### src/rtl/rfsk_pkg.sv
package rfsk_pkg;
  localparam int FREQ_W = 48;
  localparam int RATE_W = 20;

  typedef enum logic {
    SWEEP_DOWN = 1'b0,
    SWEEP_UP   = 1'b1
  } sweep_dir_e;
endpackage

### src/rtl/rfsk_rst_sync.sv
module rfsk_rst_sync #(
  parameter int STAGES = 2
) (
  input  logic clk,
  input  logic rst_n_async,
  output logic rst_n_sync
);
  logic [STAGES-1:0] chain_q;

  always_ff @(posedge clk or negedge rst_n_async) begin
    if (!rst_n_async) chain_q <= '0;
    else              chain_q <= {chain_q[STAGES-2:0], 1'b1};
  end

  assign rst_n_sync = chain_q[STAGES-1];
endmodule

### src/rtl/rfsk_step_timer.sv
module rfsk_step_timer #(
  parameter int RATE_W = 20
) (
  input  logic              clk,
  input  logic              rst_n,
  input  logic              start_i,
  input  logic              halt_i,
  input  logic [RATE_W-1:0] rate_i,
  output logic              step_o,
  output logic              busy_o
);
  logic [RATE_W-1:0] cnt_q, cnt_d;
  logic              run_q, run_d;
  logic              cnt_en;
  logic              at_zero;

  assign at_zero = (cnt_q == '0);
  // a fresh FSK edge suppresses the pending step and restarts the period
  assign step_o  = run_q & at_zero & ~start_i;
  assign busy_o  = run_q;
  assign cnt_en  = start_i | run_q;

  always_comb begin
    cnt_d = cnt_q;
    run_d = run_q;
    if (start_i) begin
      run_d = 1'b1;
      cnt_d = rate_i;
    end else if (run_q) begin
      if (halt_i) run_d = 1'b0;
      if (at_zero) cnt_d = rate_i;
      else         cnt_d = cnt_q - 1'b1;
    end
  end

  always_ff @(posedge clk or negedge rst_n) begin
    if (!rst_n) begin
      cnt_q <= '0;
      run_q <= 1'b0;
    end else if (cnt_en) begin
      cnt_q <= cnt_d;
      run_q <= run_d;
    end
  end
endmodule

### src/rtl/rfsk_freq_acc.sv
module rfsk_freq_acc
  import rfsk_pkg::*;
#(
  parameter int FREQ_W = 48
) (
  input  logic              clk,
  input  logic              rst_n,
  input  logic              clr_i,
  input  logic              step_i,
  input  sweep_dir_e        dir_i,
  input  logic [FREQ_W-1:0] delta_i,
  input  logic [FREQ_W-1:0] span_i,
  output logic [FREQ_W-1:0] off_o,
  output logic              arrive_o
);
  localparam int SUM_W = FREQ_W + 1;

  logic [FREQ_W-1:0] off_q, off_d, off_step;
  logic [SUM_W-1:0]  up_sum;
  logic              hit_up, hit_dn, hit;
  logic              off_en;

  assign up_sum = {1'b0, off_q} + {1'b0, delta_i};
  assign hit_up = (up_sum >= {1'b0, span_i});
  assign hit_dn = (delta_i >= off_q);

  always_comb begin
    if (dir_i == SWEEP_UP) begin
      hit      = hit_up;
      off_step = hit_up ? span_i : up_sum[FREQ_W-1:0];
    end else begin
      hit      = hit_dn;
      off_step = hit_dn ? '0 : (off_q - delta_i);
    end
  end

  assign arrive_o = step_i & hit;
  assign off_en   = clr_i | step_i;
  assign off_d    = clr_i ? '0 : off_step;

  always_ff @(posedge clk or negedge rst_n) begin
    if (!rst_n)      off_q <= '0;
    else if (off_en) off_q <= off_d;
  end

  assign off_o = off_q;
endmodule

### src/rtl/rfsk_phase_acc.sv
module rfsk_phase_acc #(
  parameter int FREQ_W = 48
) (
  input  logic              clk,
  input  logic              rst_n,
  input  logic [FREQ_W-1:0] tuning_i,
  output logic [FREQ_W-1:0] phase_o
);
  logic [FREQ_W-1:0] phase_q, phase_d;

  assign phase_d = phase_q + tuning_i;

  always_ff @(posedge clk or negedge rst_n) begin
    if (!rst_n) phase_q <= '0;
    else        phase_q <= phase_d;
  end

  assign phase_o = phase_q;
endmodule

### src/rtl/ramp_fsk_gen.sv
module ramp_fsk_gen
  import rfsk_pkg::*;
#(
  parameter int FREQ_W = rfsk_pkg::FREQ_W,
  parameter int RATE_W = rfsk_pkg::RATE_W
) (
  input  logic              clk,
  input  logic              rst_n,
  input  logic              fsk_i,
  input  logic [FREQ_W-1:0] f_low_i,
  input  logic [FREQ_W-1:0] f_high_i,
  input  logic [FREQ_W-1:0] delta_i,
  input  logic [RATE_W-1:0] rate_i,
  input  logic              acc_clr_i,
  output logic [FREQ_W-1:0] tuning_o,
  output logic [FREQ_W-1:0] phase_o,
  output logic              busy_o
);
  logic              rst_sync_n;
  logic              fsk_q;
  logic              fsk_edge;
  logic              step;
  logic              arrive;
  sweep_dir_e        dir;
  logic [FREQ_W-1:0] span;
  logic [FREQ_W-1:0] off;

  rfsk_rst_sync #(.STAGES(2)) u_rst (
    .clk         (clk),
    .rst_n_async (rst_n),
    .rst_n_sync  (rst_sync_n)
  );

  always_ff @(posedge clk or negedge rst_sync_n) begin
    if (!rst_sync_n) fsk_q <= 1'b0;
    else             fsk_q <= fsk_i;
  end

  assign fsk_edge = fsk_i ^ fsk_q;
  assign dir      = fsk_q ? SWEEP_UP : SWEEP_DOWN;
  assign span     = f_high_i - f_low_i;

  rfsk_step_timer #(.RATE_W(RATE_W)) u_timer (
    .clk     (clk),
    .rst_n   (rst_sync_n),
    .start_i (fsk_edge),
    .halt_i  (arrive),
    .rate_i  (rate_i),
    .step_o  (step),
    .busy_o  (busy_o)
  );

  rfsk_freq_acc #(.FREQ_W(FREQ_W)) u_facc (
    .clk      (clk),
    .rst_n    (rst_sync_n),
    .clr_i    (acc_clr_i),
    .step_i   (step),
    .dir_i    (dir),
    .delta_i  (delta_i),
    .span_i   (span),
    .off_o    (off),
    .arrive_o (arrive)
  );

  assign tuning_o = f_low_i + off;

  rfsk_phase_acc #(.FREQ_W(FREQ_W)) u_pacc (
    .clk      (clk),
    .rst_n    (rst_sync_n),
    .tuning_i (tuning_o),
    .phase_o  (phase_o)
  );
endmodule

### config.mk
export PLATFORM = sky130hd
export DESIGN_NAME = ramp_fsk_gen
export DESIGN_NICKNAME = d
export VERILOG_FILES = /design/src/rtl/rfsk_pkg.sv /design/src/rtl/rfsk_rst_sync.sv /design/src/rtl/rfsk_step_timer.sv /design/src/rtl/rfsk_freq_acc.sv /design/src/rtl/rfsk_phase_acc.sv /design/src/rtl/ramp_fsk_gen.sv
export SDC_FILE = /design/constraint.sdc
export NUM_CORES = 1
export LEC_CHECK = 0
export BUFFER_PORTS_ARGS = -buffer_cell sky130_fd_sc_hd__buf_2
export CAP_MARGIN = 20
export CORE_MARGIN = 4
export CORE_UTILIZATION = 55
export DETAILED_ROUTE_END_ITERATION = 7
export PLACE_DENSITY = 0.79
export SKIP_CTS_REPAIR_TIMING = 1
export SLEW_MARGIN = 20
export SYNTH_ARGS = -nofsm -noshare
export SYNTH_HDL_FRONTEND = slang
export SYNTH_HIERARCHICAL = 1
export SYNTH_SLANG_ARGS = --single-unit
### constraint.sdc
create_clock -name clk -period 3.58 [get_ports clk]
set_input_delay 0.358 -clock clk [delete_from_list [all_inputs] [get_ports clk]]
set_output_delay 0.358 -clock clk [all_outputs]
set_load 0.005 [all_outputs]
==> flow_summary.toml, run 1 <==
[clock_tree]
cts_buffers = 17
cts_buffer_depth = 2
h-tree-depth = 4
clock_sinks = 120
cts_root_buffer = "clkbuf_16"

[place]
place_inst = 4420
io_buffers = 264
place_area_um2 = 30160
dp_hpwl_mm = 73.00
routabilityCongestion = 1.006

[run_status]
status = "did not finish"
error = "[ERROR GRT-0232] Routing congestion too high. Check the congestion heatmap in the GUI."
stop_stage = "global routing (5_1_grt)"

[synthesis]
async_flop_share = 1.000
ys_top_cells_by_count = "ha_1 (287), a21oi_1 (271), inv_1 (230), nor2_1 (216), nand2_1 (202)"
yosysUniqueCellTypes = 113
synth-edff-count = 0
ys.flop_type = "dfrtp_1"
synth_area_leaders = "ha_1 (17%), dfrtp_1 (14%), a21oi_1 (6.5%)"
syn_nets = 3245
syn_area_um2 = 21010
yosys_warnings = 6
synth.most_common_cell = "ha_1"
synth_top_area_share = 0.1709
synth_area_per_cell_um2 = 7.544
synthCells = 2785
synth_seq_area_share = 0.1429
yosysTopAreaCell = "ha_1"
yosys_register_bits = 120

[floorplanning]
num_io_pins = 265
dieWidth_um = 203.5
row_count = 71
die_h_um = 203.5
start_util = 0.5578

[global_route]
grt_overflow = 138
antenna_found_initial = 29
grt_max_degree = 58
track_usage = 0.7900

[sta]
worst_endpoint_kind = "register data pin"
postGrtWorstEndpoint = "u_facc/off_o[23]$_DFFE_PN0P_/D"
[metrics by stage]
stage	hold WS (ps)	setup slack (ps)
global placement	143.6	-1950
floorplan	62.41	-1566
detailed placement	143.5	-2133
CTS	-325.6	-2046
[routing by layer]
layer | GRT overflow | GRT usage
met1 | 10 | 0.8092
met2 | 62 | 0.9079
met3 | 5 | 0.6875
met4 | 61 | 0.6938
met5 | 0 | 0.6262
[cells by family after synthesis]
| group | count (synthesis) | share of synthesized area |
|---|---|---|
| AOI/OAI and AO/OA | 969 | 0.3169 |
| xor gates and xnor gates | 213 | 0.08879 |
| adders and majority gates | 292 | 0.1757 |
| buffers and inverters | 366 | 0.06949 |
| DFF | 120 | 0.1429 |
| muxes | 47 | 0.02400 |
| other | 1 | 0.0001785 |
| and+or+nand+nor | 777 | 0.1820 |
==> run 2, diff against run 1 <==
--- a/config.mk
+++ b/config.mk
@@ -8,9 +8,9 @@
 export BUFFER_PORTS_ARGS = -buffer_cell sky130_fd_sc_hd__buf_2
 export CAP_MARGIN = 20
 export CORE_MARGIN = 4
-export CORE_UTILIZATION = 55
+export CORE_UTILIZATION = 40
 export DETAILED_ROUTE_END_ITERATION = 7
-export PLACE_DENSITY = 0.79
+export PLACE_DENSITY_LB_ADDON = 0.15
 export SKIP_CTS_REPAIR_TIMING = 1
 export SLEW_MARGIN = 20
 export SYNTH_ARGS = -nofsm -noshare
==> constraint.sdc (replaced) <==
create_clock -name clk -period 4.65 [get_ports clk]
set_input_delay 0.465 -clock clk [delete_from_list [all_inputs] [get_ports clk]]
set_output_delay 0.465 -clock clk [all_outputs]
set_load 0.005 [all_outputs]
==> run 2 against run 1 <==
Net effect: the flow now finishes, with violations (setup timing); area after synthesis is the same; synthesized cell count is the same.
==> flow_summary.toml, run 2 <==
[synthesis]
synthCells = 2785
yosysTopAreaCell = "ha_1"
synth_area_leaders = "ha_1 (17%), dfrtp_1 (14%), a21oi_1 (6.5%)"
synth-edff-count = 0
synth_seq_area_share = 0.1429
syn_area_um2 = 21010
synth_top_area_share = 0.1709
ys.flop_type = "dfrtp_1"
ys_top_cells_by_count = "ha_1 (287), a21oi_1 (271), inv_1 (230), nor2_1 (216), nand2_1 (202)"
synth_top_family_by_area = "compound AO/OA/AOI/OAI gates"
async_flop_share = 1.000
synth_area_per_cell_um2 = 7.544
yosys_register_bits = 120
synth-xor-area-share = 0.08879
yosys.area_share.simple = 0.1820
yosysUniqueCellTypes = 113
synthMuxAreaShare = 0.02400
synth.most_common_cell = "ha_1"
yosys_warnings = 6
syn_nets = 3245
synth_fa_ha_area_frac = 0.1757
synth_compound_area_frac = 0.3169

[hold_path]
holdCritPathClass = "input port to register"

[clock_tree]
clock_sinks = 120
cts_root_buffer = "clkbuf_16"
cts_buffers = 17
cts_tree = "built"
clkTransAtPathRegs_ps = 60
clock_latency_ps = 460
cts_buffer_depth = 2
h-tree-depth = 4

[sta]
hold_ws_ps = 134.7
tightest_slew_ps = 978.6
setup_viol = 58
slew_violations = 0
relSlewSlack = 0.3446
period_needed_ps = 5619
fin_worst_skew_ps = 10.94
clock.fmax_mhz = 178.0
period_share = 1.208
finalHoldViolations = 0
rsz0062_at_grt = "yes"
fin_setup_tns_ps = -41200
worst_slack_ps = -969.4

[detailed_routing]
first_pass_iters = 7
wirelength_mm = 89.51
drtIter0Drc = 2020
drt.antenna.violating_nets = 0
vias = 25060
drc = 0
vias_per_cell = 5.621
routedWlPerCell_um = 20.07

[power]
cellLeakagePower_uw = 0.01550
p_switching_uw = 4184
p_total_uw = 9750
switching_share = 0.4292
pwr-share-comb = 0.689
clkPwrFrac = 0.147
p_seq_frac = 0.164
ir_drop_v = 0.0002836
internal-power_uw = 5565
power.density_nw_per_um2 = 315.9

[setup_path]
r2r_slack_ps = -970
cp-start-kind = "register"
path_class = "register to register"
cp_data_required_time_ps = 4960
cp.arrival_ps = 5930
end_kind = "register"
cp_max_fo = 14

[cells_and_area]
area.growth.synth_to_final_pct = 46.87
final_common_cell = "buf_4"
nets = 4215
drive_above_1_share = 0.3657
final_cell_mix = "buf_4 (796), buf_2 (264), ha_1 (261), a21oi_1 (241), inv_1 (226)"
fin_area_um2 = 30860

[place]
place_area_um2 = 28640
dp_hpwl_mm = 74.04
io_buffers = 264
routabilityCongestion = 0.9615

[run_status]
violations = "setup timing"
status = "finished, violations left"

[floorplanning]
dieArea_um2 = 56260
core_area_um2 = 51610
die_h_um = 237.2
row_count = 83
dieWidth_um = 237.2
start_util = 0.4071
num_io_pins = 265

[global_route]
grt_overflow = 0
use_met2 = 0.4449
grt_pass1_vias = 23890
use_met1 = 0.4518
grt_pass1_wl_mm = 134.3
grt_max_degree = 71
antenna_found_initial = 15
grt_use_met3 = 0.04014
track_usage = 0.2971
busiest_layer = "met1"

[run]
drv_cap = 0
run 2: final timing paths:
check | startpoint | to | cells after the start
max in group asynchronous | u_rst/chain_q[1] | u_pacc/phase_o[3] | 1
hold / removal | fsk_i | fsk_q | 1
hold reg to reg | u_rst/chain_q[0] | u_rst/chain_q[1] | 0
setup reg to reg | u_facc/off_o[15] | u_facc/off_o[6] | 23
setup / recovery | u_facc/off_o[15] | u_facc/off_o[6] | 23
min in group asynchronous | rst_n | u_rst/chain_q[0] | 2
run 2: cell families after synthesis:
family | Yosys count
xor+xnor | 213
flops | 120
compound gates | 969
other cells | 1
fa+ha+maj | 292
buf+inv | 366
simple gates | 777
mux | 47
run 2: critical path, cell delays in order, from the launching register on:
cell       delay (ps)
dfrtp_1           450
ha_4              250
or4_4             530
or3_4             360
a211oi_2          160
buf_4             160
nor4_4             50
a21o_1            210
o21ai_2           180
a21oi_2            90
xnor2_2           140
ha_1              300
nand4_1           180
nor4_2            330
nand2_1           180
a211oi_2          360
o21ai_2           130
a211oi_2          320
a2111oi_4          60
buf_6             190
clkbuf_16         190
mux2_1            330
a22oi_1           190
a211oi_1           90
run 2: metal layers:
| metal | share of wire | up-vias |
|---|---|---|
| li1 | - | 12170 |
| met1 | 0.49 | 11950 |
| met2 | 0.43 | 828 |
| met3 | 0.064 | 105 |
| met4 | 0.021 | 10 |
| met5 | 0.00067 | - |
run 2: metrics by stage:
step	std cells	util	worst slack, ps
finish	4459	0.5979	-969.4
detailed placement	4381	0.5549	-1444
global placement	4381	0.5549	-1276
global route	4449	0.5974	-1107
floorplan	2785	-	-491.7
CTS	4413	0.5667	-1340
run 2: power by group through the flow:
stage | clock [uW] | sequential (uW) | combinational, uW
after CTS | 1460 | 1570 | 5930
after detailed placement | 0 | 1590 | 5890
after global placement | 0 | 1570 | 5790
after floorplan | 0 | 1540 | 3310
after global routing | 1490 | 1630 | 7270
final | 1430 | 1600 | 6720
run 2: area by class of cell:
class                      count  area (um2)
antenna                       11       27.53
clock buffer                  20       466.7
clock inverter                12       142.6
fill                        4807       20750
inverter                     233       882.1
multi-input combinational   2299       17850
sequential                   120        3013
tap                          680       850.8
timing repair buffer        1084        7629
No activity file was read; power rests on OpenSTA's default activity.
